`config.mk`:
```
export PLATFORM = sky130hd
export DESIGN_NAME = pgw_walker
export DESIGN_NICKNAME = d
export VERILOG_FILES = /design/src/rtl/pgw_pkg.sv /design/src/rtl/pgw_entry_eval.sv /design/src/rtl/pgw_addr_gen.sv /design/src/rtl/pgw_walker.sv
export SDC_FILE = /design/constraint.sdc
export NUM_CORES = 1
export LEC_CHECK = 0
export BUFFER_PORTS_ARGS = -buffer_cell sky130_fd_sc_hd__buf_4
export CORE_UTILIZATION = 32
export CTS_BUF_LIST = sky130_fd_sc_hd__clkbuf_16
export CTS_CLUSTER_DIAMETER = 30
export DETAILED_ROUTE_END_ITERATION = 10
export PLACE_DENSITY = 0.62
export SLEW_MARGIN = 20
export SYNTH_ARGS = -nofsm -noshare
export SYNTH_HDL_FRONTEND = slang
export SYNTH_SLANG_ARGS = --single-unit
```
`constraint.sdc`:
```
create_clock -name clk -period 7.9 [get_ports clk]
set_input_delay 0.395 -clock clk [delete_from_list [all_inputs] [get_ports clk]]
set_output_delay 0.395 -clock clk [all_outputs]
set_load 0.01 [all_outputs]
```
`src/rtl/pgw_pkg.sv`:
```
`timescale 1ns/1ps
package pgw_pkg;
  // Response status codes.
  typedef enum logic [1:0] {
    ST_OK      = 2'd0,
    ST_NOTPRES = 2'd1,
    ST_RSVD    = 2'd2
  } xlat_status_e;

  // Walk sequencer states.
  typedef enum logic [2:0] {
    W_IDLE,
    W_DIR_RD,
    W_TBL_RD,
    W_DIR_WR,
    W_FIN_WR
  } walk_state_e;

  // Entry bit positions used by the walk.
  localparam int PRES_BIT  = 0;
  localparam int ACC_BIT   = 5;
  localparam int DIRTY_BIT = 6;
  localparam int PSIZE_BIT = 7;
  localparam int RSV_LO    = 17;
  localparam int RSV_HI    = 21;
  localparam int HI_PA_LO  = 13;

  // Control snapshot taken at acceptance.
  typedef struct packed {
    logic pse;
    logic pae;
  } ctl_t;
endpackage

```
`src/rtl/pgw_entry_eval.sv`:
```
`timescale 1ns/1ps
module pgw_entry_eval
  import pgw_pkg::*;
#(
  parameter int ENT_W = 32
) (
  input  logic [ENT_W-1:0] ent,
  input  logic             is_dir,
  input  logic             large_ok,
  input  logic             chk_rsvd,
  input  logic             is_write,
  output logic             present,
  output logic             is_large,
  output logic             rsvd_hit,
  output logic [ENT_W-1:0] upd
);
  logic rsv_raw;

  always_comb begin
    present  = ent[PRES_BIT];
    is_large = is_dir & large_ok & ent[PSIZE_BIT];
    if (is_large)    rsv_raw = |ent[RSV_HI:RSV_LO];
    else if (is_dir) rsv_raw = ent[DIRTY_BIT];
    else             rsv_raw = ent[PSIZE_BIT];
    rsvd_hit = rsv_raw & chk_rsvd;
    upd = ent;
    upd[ACC_BIT] = 1'b1;
    if ((is_large | ~is_dir) & is_write) upd[DIRTY_BIT] = 1'b1;
  end
endmodule

```
`src/rtl/pgw_addr_gen.sv`:
```
`timescale 1ns/1ps
module pgw_addr_gen
  import pgw_pkg::*;
#(
  parameter int LIN_W  = 32,
  parameter int PA_W   = 36,
  parameter int PG_SH  = 12,
  parameter int DIR_SH = 22
) (
  input  logic [LIN_W-PG_SH-1:0] base_frame,
  input  logic [LIN_W-1:0]       lin,
  input  logic [LIN_W-PG_SH-1:0] ent_frame,
  output logic [LIN_W-1:0]       dir_addr,
  output logic [LIN_W-1:0]       tbl_addr,
  output logic [PA_W-1:0]        pa_large,
  output logic [PA_W-1:0]        pa_small
);
  localparam int EXT_W   = PA_W - LIN_W;
  localparam int FR_HILO = HI_PA_LO - PG_SH;
  localparam int FR_HIHI = FR_HILO + EXT_W - 1;
  localparam int FR_LRG  = DIR_SH - PG_SH;

  always_comb begin
    dir_addr = {base_frame, lin[LIN_W-1:DIR_SH], 2'b00};
    tbl_addr = {ent_frame, lin[DIR_SH-1:PG_SH], 2'b00};
    pa_large = {ent_frame[FR_HIHI:FR_HILO], ent_frame[LIN_W-PG_SH-1:FR_LRG],
                lin[DIR_SH-1:0]};
    pa_small = {{EXT_W{1'b0}}, ent_frame, lin[PG_SH-1:0]};
  end
endmodule

```
`src/rtl/pgw_walker.sv`:
```
`timescale 1ns/1ps
module pgw_walker
  import pgw_pkg::*;
#(
  parameter int LIN_W = 32,
  parameter int PA_W  = 36
) (
  input  logic             clk,
  input  logic             rst,
  input  logic             req_valid,
  output logic             req_ready,
  input  logic [LIN_W-1:0] req_lin,
  input  logic             req_write,
  input  logic             paging_en,
  input  logic             pae_en,
  input  logic             pse_en,
  input  logic [LIN_W-1:0] dir_base,
  output logic             mem_req,
  output logic             mem_we,
  output logic [LIN_W-1:0] mem_addr,
  output logic [LIN_W-1:0] mem_wdata,
  input  logic             mem_ack,
  input  logic [LIN_W-1:0] mem_rdata,
  output logic             rsp_valid,
  output logic [PA_W-1:0]  rsp_paddr,
  output logic [1:0]       rsp_status
);
  localparam int PG_SH = 12;
  localparam int FR_W  = LIN_W - PG_SH;
  localparam int EXT_W = PA_W - LIN_W;

  walk_state_e state, nxt;
  ctl_t              ctl_q;
  logic [LIN_W-1:0]  lin_q, dir_addr_q, tbl_addr_q, pde_upd_q, pte_upd_q;
  logic              wr_q, pde_chg_q, pte_chg_q;
  logic [PA_W-1:0]   pa_q;

  logic              e_present, e_large, e_rsvd;
  logic [LIN_W-1:0]  e_upd, g_dir_addr, g_tbl_addr;
  logic [PA_W-1:0]   g_pa_large, g_pa_small;
  logic [LIN_W-1:0]  lin_sel;

  logic              cmd, cmd_we, fin;
  logic [LIN_W-1:0]  cmd_addr, cmd_wdata;
  xlat_status_e      fin_st;
  logic [PA_W-1:0]   fin_pa;

  logic unused_base;
  assign unused_base = ^dir_base[PG_SH-1:0];

  assign lin_sel   = (state == W_IDLE) ? req_lin : lin_q;
  assign req_ready = (state == W_IDLE) && !rsp_valid;

  pgw_entry_eval #(.ENT_W(LIN_W)) eval_i (
    .ent      (mem_rdata),
    .is_dir   (state == W_DIR_RD),
    .large_ok (ctl_q.pse & ~ctl_q.pae),
    .chk_rsvd (ctl_q.pse),
    .is_write (wr_q),
    .present  (e_present),
    .is_large (e_large),
    .rsvd_hit (e_rsvd),
    .upd      (e_upd)
  );

  pgw_addr_gen #(.LIN_W(LIN_W), .PA_W(PA_W), .PG_SH(PG_SH)) agen_i (
    .base_frame (dir_base[LIN_W-1:PG_SH]),
    .lin        (lin_sel),
    .ent_frame  (mem_rdata[LIN_W-1:PG_SH]),
    .dir_addr   (g_dir_addr),
    .tbl_addr   (g_tbl_addr),
    .pa_large   (g_pa_large),
    .pa_small   (g_pa_small)
  );

  // Next-step decision for the walk.
  always_comb begin
    nxt       = state;
    cmd       = 1'b0;
    cmd_we    = 1'b0;
    cmd_addr  = mem_addr;
    cmd_wdata = mem_wdata;
    fin       = 1'b0;
    fin_st    = ST_OK;
    fin_pa    = '0;
    case (state)
      W_IDLE: begin
        if (req_ready && req_valid) begin
          if (!paging_en) begin
            fin    = 1'b1;
            fin_pa = {{EXT_W{1'b0}}, req_lin};
          end else begin
            cmd      = 1'b1;
            cmd_addr = g_dir_addr;
            nxt      = W_DIR_RD;
          end
        end
      end
      W_DIR_RD: begin
        if (mem_ack) begin
          if (!e_present) begin
            fin = 1'b1; fin_st = ST_NOTPRES;
          end else if (e_rsvd) begin
            fin = 1'b1; fin_st = ST_RSVD;
          end else if (e_large) begin
            if (e_upd != mem_rdata) begin
              cmd = 1'b1; cmd_we = 1'b1; cmd_addr = dir_addr_q; cmd_wdata = e_upd;
              nxt = W_FIN_WR;
            end else begin
              fin = 1'b1; fin_pa = g_pa_large;
            end
          end else begin
            cmd = 1'b1; cmd_addr = g_tbl_addr;
            nxt = W_TBL_RD;
          end
        end
      end
      W_TBL_RD: begin
        if (mem_ack) begin
          if (!e_present) begin
            fin = 1'b1; fin_st = ST_NOTPRES;
          end else if (e_rsvd) begin
            fin = 1'b1; fin_st = ST_RSVD;
          end else if (pde_chg_q) begin
            cmd = 1'b1; cmd_we = 1'b1; cmd_addr = dir_addr_q; cmd_wdata = pde_upd_q;
            nxt = W_DIR_WR;
          end else if (e_upd != mem_rdata) begin
            cmd = 1'b1; cmd_we = 1'b1; cmd_addr = tbl_addr_q; cmd_wdata = e_upd;
            nxt = W_FIN_WR;
          end else begin
            fin = 1'b1; fin_pa = g_pa_small;
          end
        end
      end
      W_DIR_WR: begin
        if (mem_ack) begin
          if (pte_chg_q) begin
            cmd = 1'b1; cmd_we = 1'b1; cmd_addr = tbl_addr_q; cmd_wdata = pte_upd_q;
            nxt = W_FIN_WR;
          end else begin
            fin = 1'b1; fin_pa = pa_q;
          end
        end
      end
      W_FIN_WR: begin
        if (mem_ack) begin
          fin = 1'b1; fin_pa = pa_q;
        end
      end
      default: nxt = W_IDLE;
    endcase
    if (fin) nxt = W_IDLE;
  end

  always_ff @(posedge clk) begin
    if (rst) begin
      state      <= W_IDLE;
      ctl_q      <= '0;
      lin_q      <= '0;
      wr_q       <= 1'b0;
      dir_addr_q <= '0;
      tbl_addr_q <= '0;
      pde_upd_q  <= '0;
      pte_upd_q  <= '0;
      pde_chg_q  <= 1'b0;
      pte_chg_q  <= 1'b0;
      pa_q       <= '0;
      mem_req    <= 1'b0;
      mem_we     <= 1'b0;
      mem_addr   <= '0;
      mem_wdata  <= '0;
      rsp_valid  <= 1'b0;
      rsp_paddr  <= '0;
      rsp_status <= ST_OK;
    end else begin
      state     <= nxt;
      rsp_valid <= fin;
      if (fin) begin
        rsp_paddr  <= fin_pa;
        rsp_status <= fin_st;
      end
      mem_req <= cmd | (mem_req & ~mem_ack);
      if (cmd) begin
        mem_we    <= cmd_we;
        mem_addr  <= cmd_addr;
        mem_wdata <= cmd_wdata;
      end
      if (state == W_IDLE && req_ready && req_valid) begin
        lin_q      <= req_lin;
        wr_q       <= req_write;
        ctl_q.pse  <= pse_en;
        ctl_q.pae  <= pae_en;
        dir_addr_q <= g_dir_addr;
      end
      if (state == W_DIR_RD && mem_ack) begin
        pde_upd_q  <= e_upd;
        pde_chg_q  <= (e_upd != mem_rdata);
        tbl_addr_q <= g_tbl_addr;
        pa_q       <= g_pa_large;
      end
      if (state == W_TBL_RD && mem_ack) begin
        pte_upd_q <= e_upd;
        pte_chg_q <= (e_upd != mem_rdata);
        pa_q      <= g_pa_small;
      end
    end
  end
endmodule

```
==> metrics.md, run 1 <==
| Metric | Value |
|---|---|
| CTS Buf Count | 61 |
| Switching part of the total | 0.337 |
| Largest net degree at the start of global routing | 93 |
| CTS tree | done |
| Total grt overflow | 0 |
| Relative slew margins | 0.268 |
| Global-route wire length before repair | 67800 um |
| Pre-Repair DR Iteration Count | 6 |
| Area Growth Syn to Fin | 31.7% |
| Final Max Slew Viols | 0 |
| Final hold vios | 0 |
| Final GP Congestion | 0.903 |
| Synth Area in Compound Gates | 0.277 |
| Routed WL per cell | 20.3 um |
| N_diodes | 0 |
| Post-DP HPWL | 28600 um |
| Post-CTS sizing | 0 |
| Routed wire length | 45100 um |
| Setup tns final | 0 ns |
| DRC violations left | 0 |
| Die Span X | 197 um |
| Synthesized flop and latch total | 283 |
| Min-delay worst type | input port to register |
| Initial antenna violation count | 0 |
| Largest family of logic cells by synthesized area | compound AO/OA/AOI/OAI gates |
| Placed Area | 13900 um^2 |
| Seq/Total Area, Yosys | 0.464 |
| Hold_ws | 0.0746 ns |
| Iteration-0 DRC Markers | 1313 |
| CTS sink count | 283 |
| Total Nets Final | 1766 |
| Final period utilization | 0.514 |
| # H-tree levels | 2 |
| Core Rows | 71 |
| Clock power share | 0.440 |
| Max Clk Rate | 246 MHz |
| # setup viols final | 0 |
| Clock Path Buffers | 3 |
| Power Internal | 3.96 mW |
| I/O Pins | 210 |
| Mux contribution to synthesized area | 0.0154 |
| Port buffer count | 195 |
| Core area | 37600 um^2 |
| Combinational power share | 0.264 |
| Simple-Gate Fraction of Synth Area | 0.193 |
| Net Switching | 2.01 mW |
| Synth Instances | 1526 |
| Worst setup SP type | register |
| Root Buffer | clkbuf_16 |
| R2r setup slk | 3.84 ns |
| Max cap viols | 0 |
| Post-Syn Area | 12200 um^2 |
| Leak | 6.09 nW |
| Final Skew | 0.0219 ns |
| Hold_buf cts | 0 |
| Vias in the first global route | 11406 |
| Critical path data arrival time | 4.47 ns |
| Clock Pin Slew Worst Setup and Hold Paths | 0.05 ns |
| Ys flop type | dfxtp_1 |
| DRT antenna net count | 0 |
| Bufs and invs on worst path | 1 |
| Final Cell Area | 16100 um^2 |
| DR WL met3 | 4350 um |
| Most frequent cells in the layout | nand2_1 (442), dfxtp_1 (283), a21oi_1 (250), buf_4 (216), nor2_1 (64) |
| Die area | 39000 um^2 |
| Crit path capture type | register |
| Status | completed |
| Total GRT Usage | 0.224 |
| EDFF count, synth | 0 |
| Required @ worst endpoint | 8.30 ns |
| Max incr delay on CP | 0.87 ns |
| Delay-heaviest family, CP | simple AND/OR/NAND/NOR gates |
| Pwr per Cell Area | 371 nW/um^2 |
| Syn_area_per_cell | 8.00 um^2 |
| Slew @ Worst Pin | 1.10 ns |
| Ys async rst share | 0 |
| Wl on met1 | 18800 um |
| Worst IR drop on VDD | 0.200 mV |
| Worst skew pair latency | 0.59 ns |
| Sequential Power Share | 0.297 |
| Postcts setup bufs | 0 |
| RSZ-0062 raised after global routing | false |
| Cell Chain, Critical Path | or3b_1, nor4_4, o32ai_1, a211oi_4, buf_4, and2_0, a211oi_1 |
| Starting Density | 0.325 |
| Met2 routed WL | 20700 um |
| Fin crit period | 4.06 ns |
| Leading cell type in the layout, fill and taps excluded | nand2_1 |
| Top Metal Used | met4 |
| Chip Height | 197 um |
| Layout cells sized above 1 | 0.202 |
| Adder-Cell Fraction of Synth Area | 0 |
| Worst Path Max Fanout | 52 |
| # fillers | 3725 |
| Slowest CP cell | and2_0 |
| Overall power | 5.97 mW |
| Post-Synth XOR/XNOR Area | 0 |
| Post-synth cell types | 65 |
| Via-per-instance ratio | 5.49 |
| Vias | 12206 |
| Ys Warns | 0 |
| Crit Path Class | register to register |
==> worst min-delay path, cell delays in order <==
cell     delay [ns]
buf_4          0.12
nand2_1        0.05
a21oi_1        0.05
==> through the flow <==
stage,worst slack [ns],utilization,cells
floorplan,5.38,-,1527
global placement,3.99,0.371,2110
detailed placement,3.90,0.371,2110
CTS,3.91,0.428,2225
global route,3.62,0.428,2225
finish,3.84,0.428,2225
==> layer usage <==
layer,up-vias,global-route usage
li1,5758,-
met1,5803,0.290
met2,560,0.356
met3,85,0.0632
met4,0,0.0778
met5,-,0
==> power groups by stage <==
stage                     sequential (mW)  combinational, mW  clock [mW]
after floorplan                      1.77               1.02           0
after global placement               1.79               1.55           0
after detailed placement             1.79               1.56           0
after CTS                            1.77               1.57        2.65
after global routing                 1.80               1.71        2.73
final                                1.77               1.57        2.63
==> registers in the layout (all words and copies together) (netlist names), 2 cells and up <==
| register | flops |
|---|---|
| lin_q | 32 |
| pa_q | 36 |
| mem_addr | 30 |
| pde_upd_q | 32 |
| tbl_addr_q | 10 |
| rsp_status | 2 |
| pte_upd_q | 32 |
| state | 3 |
| rsp_paddr | 36 |
| ctl_q | 2 |
| dir_addr_q | 30 |
| mem_wdata | 32 |
==> worst paths after layout <==
check / from / endpoint / cells past startpoint
max: state[0]$_SDFFE_PP0P_ / mem_wdata[1]$_SDFFE_PP0P_ / 7
min: mem_rdata[4] / pde_upd_q[4]$_SDFFE_PP0P_ / 3
max reg2reg: state[0]$_SDFFE_PP0P_ / mem_wdata[1]$_SDFFE_PP0P_ / 7
min reg2reg: mem_addr[13]$_SDFFE_PP0P_ / mem_addr[13]$_SDFFE_PP0P_ / 2
==> final cells by class <==
class | instances | area, um^2 | area share
Clock inverter | 52 | 566 | 0.0351
Sequential cell | 283 | 5670 | 0.352
Inverter | 4 | 15.0 | 0.000933
Clock buffer | 63 | 1580 | 0.0980
Multi-Input combinational cell | 1095 | 6000 | 0.373
Timing Repair Buffer | 217 | 1630 | 0.101
Tap cell | 511 | 639 | 0.0397
==> Yosys cell counts (all sizes together) (2+ instances only) <==
library cell / count / area share
nand2b: 5 / 0.0026
or2: 2 / 0.0010
a221oi: 13 / 0.0093
mux2i: 12 / 0.0098
dfxtp: 283 / 0.46
a211oi: 26 / 0.016
and3: 2 / 0.0010
nor2b: 4 / 0.0020
nand3: 3 / 0.0012
inv: 4 / 0.0012
a22oi: 24 / 0.015
o2bb2ai: 37 / 0.027
a21oi: 251 / 0.10
clkbuf: 110 / 0.034
o21ai: 26 / 0.011
mux2: 6 / 0.0055
buf: 35 / 0.016
nor4: 2 / 0.0023
nor2: 67 / 0.021
o211ai: 4 / 0.0025
nand4bb: 2 / 0.0018
nor3: 6 / 0.0033
a32oi: 7 / 0.0050
or3: 21 / 0.011
a31oi: 6 / 0.0031
a311oi: 20 / 0.014
nand2: 443 / 0.14
and2: 5 / 0.0026
nor3b: 3 / 0.0023
o21a: 5 / 0.0031
a222oi: 42 / 0.034
and3b: 2 / 0.0014
a22o: 6 / 0.0050
a221o: 22 / 0.018
==> logic make-up after synthesis <==
logic type,Yosys count
buffers and inverters,149
and+or+nand+nor,572
AOI/OAI and AO/OA,503
other,1
DFF,283
muxes,18
No activity file was read; power rests on OpenSTA's default activity.
==> run 2, diff against run 1 <==
--- a/config.mk
+++ b/config.mk
@@ -5,6 +5,7 @@
 export SDC_FILE = /design/constraint.sdc
 export NUM_CORES = 1
 export LEC_CHECK = 0
+export ABC_AREA = 1
 export BUFFER_PORTS_ARGS = -buffer_cell sky130_fd_sc_hd__buf_4
 export CORE_UTILIZATION = 32
 export CTS_BUF_LIST = sky130_fd_sc_hd__clkbuf_16
==> constraint.sdc (replaced) <==
create_clock -name clk -period 4 [get_ports clk]
set_input_delay 0.2 -clock clk [delete_from_list [all_inputs] [get_ports clk]]
set_output_delay 0.2 -clock clk [all_outputs]
set_load 0.01 [all_outputs]
==> metrics.md, run 2 <==
| Metric | Value |
|---|---|
| Status | completed |
| Pre-Repair DR Iteration Count | 5 |
| # H-tree levels | 3 |
| Final hold vios | 0 |
| Total GRT Usage | 0.232 |
| Slew @ Worst Pin | 1.12 ns |
| Ys async rst share | 0 |
| Most frequent cell after synthesis | nand2_1 |
| Worst setup margin | 0.801 ns |
| Routed wire length | 48300 um |
| Final Skew | 0.0224 ns |
| Cell Chain, Critical Path | inv_1, nand3_1, nor2_1, nor2_1, clkinv_1, a21oi_1, o21ai_0, o21ai_0, nand2_1, o21ai_1, nor2_1 |
| Port buffer count | 195 |
| Placed Area | 14600 um^2 |
| Commonest cells post-synth | nand2_1 (350), dfxtp_1 (283), o21ai_0 (206) |
| Most used cell, CP | nor2_1 |
| CTS tree | done |
| Place WS | 1.18 ns |
| # fillers | 3883 |
| Max incr delay on CP | 0.87 ns |
| Overall power | 11.7 mW |
| Die Span X | 202 um |
| Min-delay worst type | input port to register |
| Post-synth cell types | 38 |
| Leading cell type in the layout, fill and taps excluded | nand2_1 |
| Iteration-0 DRC Markers | 1256 |
| Layout cells sized above 1 | 0.181 |
| Ys Warns | 0 |
| Post-Syn Area | 12800 um^2 |
| Multi-input gate area | 6000 um^2 |
| # placed instances | 2356 |
| Via-per-instance ratio | 5.35 |
| Biggest regs | pa_q (36), rsp_paddr (36) |
| Global-route wire length before repair | 73900 um |
| Syn_area_per_cell | 7.28 um^2 |
| Delay-heaviest family, CP | compound AO/OA/AOI/OAI gates |
| Worst IR drop on VDD | 0.532 mV |
| Vias | 13767 |
| Largest cells by area after synthesis | dfxtp_1 (44%), nand2_1 (10%), o21ai_0 (8.1%) |
| Cell taking the most area after synthesis | dfxtp_1 |
| Bufs and invs on worst path | 2 |
| Clock Path Buffers | 3 |
| Worst skew pair latency | 0.57 ns |
| Worst Hold Launch | mem_rdata[31] |
| Fin crit period | 3.20 ns |
| Synthesized flop and latch total | 283 |
| Crit Path Class | register to register |
| Die area | 40800 um^2 |
| I/O Pins | 210 |
| Initial antenna violation count | 2 |
| Worst setup SP type | register |
| Slowest CP cell | clkinv_1 |
| Vias in the first global route | 12926 |
| # setup viols final | 0 |
| CTS sink count | 283 |
| Routed WL per cell | 18.8 um |
| Most frequent cells in the layout | nand2_1 (348), dfxtp_1 (283), buf_4 (223), o21ai_0 (206), a21oi_1 (161) |
| Post-DP HPWL | 31600 um |
| Non-filler cells, final | 2572 |
| Crit path launch | state[0]$_SDFFE_PP0P_ |
| Pwr per Cell Area | 656 nW/um^2 |
| Core area | 39100 um^2 |
| Max cap viols | 0 |
| Chip Height | 202 um |
| Final Max Slew Viols | 0 |
| CTS Buf Count | 71 |
| Final Cell Area | 17900 um^2 |
| RSZ-0062 raised after global routing | false |
| Final GP Congestion | 0.903 |
| Area Growth Syn to Fin | 39.8% |
| Starting Density | 0.327 |
| Required @ worst endpoint | 4.44 ns |
| Max Clk Rate | 313 MHz |
| Seq/Total Area, Yosys | 0.442 |
| Postcts setup bufs | 0 |
| Total grt overflow | 0 |
| Ys flop type | dfxtp_1 |
| Leak | 7.43 nW |
| Clock Pin Slew Worst Setup and Hold Paths | 0.05 ns |
| Sequential Area | 5670 um^2 |
| Worst Path Max Fanout | 30 |
| Synth Instances | 1759 |
| Post-synth top area share | 0.442 |
| Total Nets Final | 2100 |
| EDFF count, synth | 0 |
| Relative slew margins | 0.247 |
| Core Rows | 72 |
| Final period utilization | 0.800 |
| Crit path capture type | register |
| Root Buffer | clkbuf_16 |
| Critical path data arrival time | 3.64 ns |
| DRT antenna net count | 0 |
| Setup tns final | 0 ns |
| DRC violations left | 0 |
| RR Startpoint | state[0]$_SDFFE_PP0P_ |
| Largest net degree at the start of global routing | 127 |
==> run 2: cell types whose count changed in the layout (fill, tap and decap cells not counted), moves of 23 or more <==
| cell | change |
|---|---|
| a21oi_1 | -89 |
| a222oi_1 | -42 |
| a22oi_1 | -23 |
| dlygate4sd3_1 | +85 |
| inv_1 | +138 |
| nand2_1 | -94 |
| nand3_1 | +108 |
| nand4_1 | +63 |
| o21ai_0 | +180 |
| o22ai_1 | +35 |
| o2bb2ai_1 | -37 |
==> run 2: repair_timing <==
item                                   4_1_cts  5_1_grt
endpoints found under the hold margin      116        0
hold buffers                                85        0
resized for setup                            0        0
==> run 2: final cells by class <==
type / count / share of cell area
multi-input cells: 1179 / 0.336
flip-flops and latches: 283 / 0.317
repair buffers: 310 / 0.143
clock buffers: 73 / 0.102
well taps: 518 / 0.0362
clock inverters: 56 / 0.0338
inverters: 151 / 0.0320
diodes: 2 / 0.000280
==> run 2: where the power goes <==
| part | internal [mW] | switching [mW] | total, mW |
|---|---|---|---|
| logic | 0.827 | 1.57 | 2.39 |
| registers | 3.33 | 0.255 | 3.59 |
| clock network | 4.00 | 1.76 | 5.76 |
| total | 8.16 | 3.58 | 11.7 |
==> run 2: worst min-delay path, delay by kind of cell <==
kind            cells  cell delay, ns
buf+inv             2            0.25
compound gates      1            0.14
==> run 2: worst paths after layout <==
kind | end | slack [ns] | cells past startpoint
setup / recovery | mem_addr[14]$_SDFFE_PP0P_ | 0.80 | 11
hold / removal | pde_upd_q[31]$_SDFFE_PP0P_ | 0.06 | 3
setup reg to reg | mem_addr[14]$_SDFFE_PP0P_ | 0.80 | 11
hold reg to reg | dir_addr_q[16]$_SDFFE_PP0P_ | 0.44 | 2
==> run 2: layer usage <==
layer  routed length, um  GRT usage
met1               20800      0.310
met5                   0          0
met3                4500     0.0568
met4                1570     0.0928
met2               21400      0.358
==> run 2: stage by stage <==
stage,util,hold WS [ns]
3_3_place_gp,0.374,0.435
5_1_grt,0.458,0.0542
4_1_cts,0.458,0.0146
3_5_place_dp,0.374,0.439
2_1_floorplan,-,0.335
6_report,0.458,0.0593
==> run 2: cells by family (layout without fill, tap and decap cells) <==
group	Yosys count	in the layout	share of synthesized area
compound gates	554	554	0.250
buf+inv	298	590	0.0915
flops	283	283	0.442
other cells	1	4	0.000293
simple gates	623	623	0.216
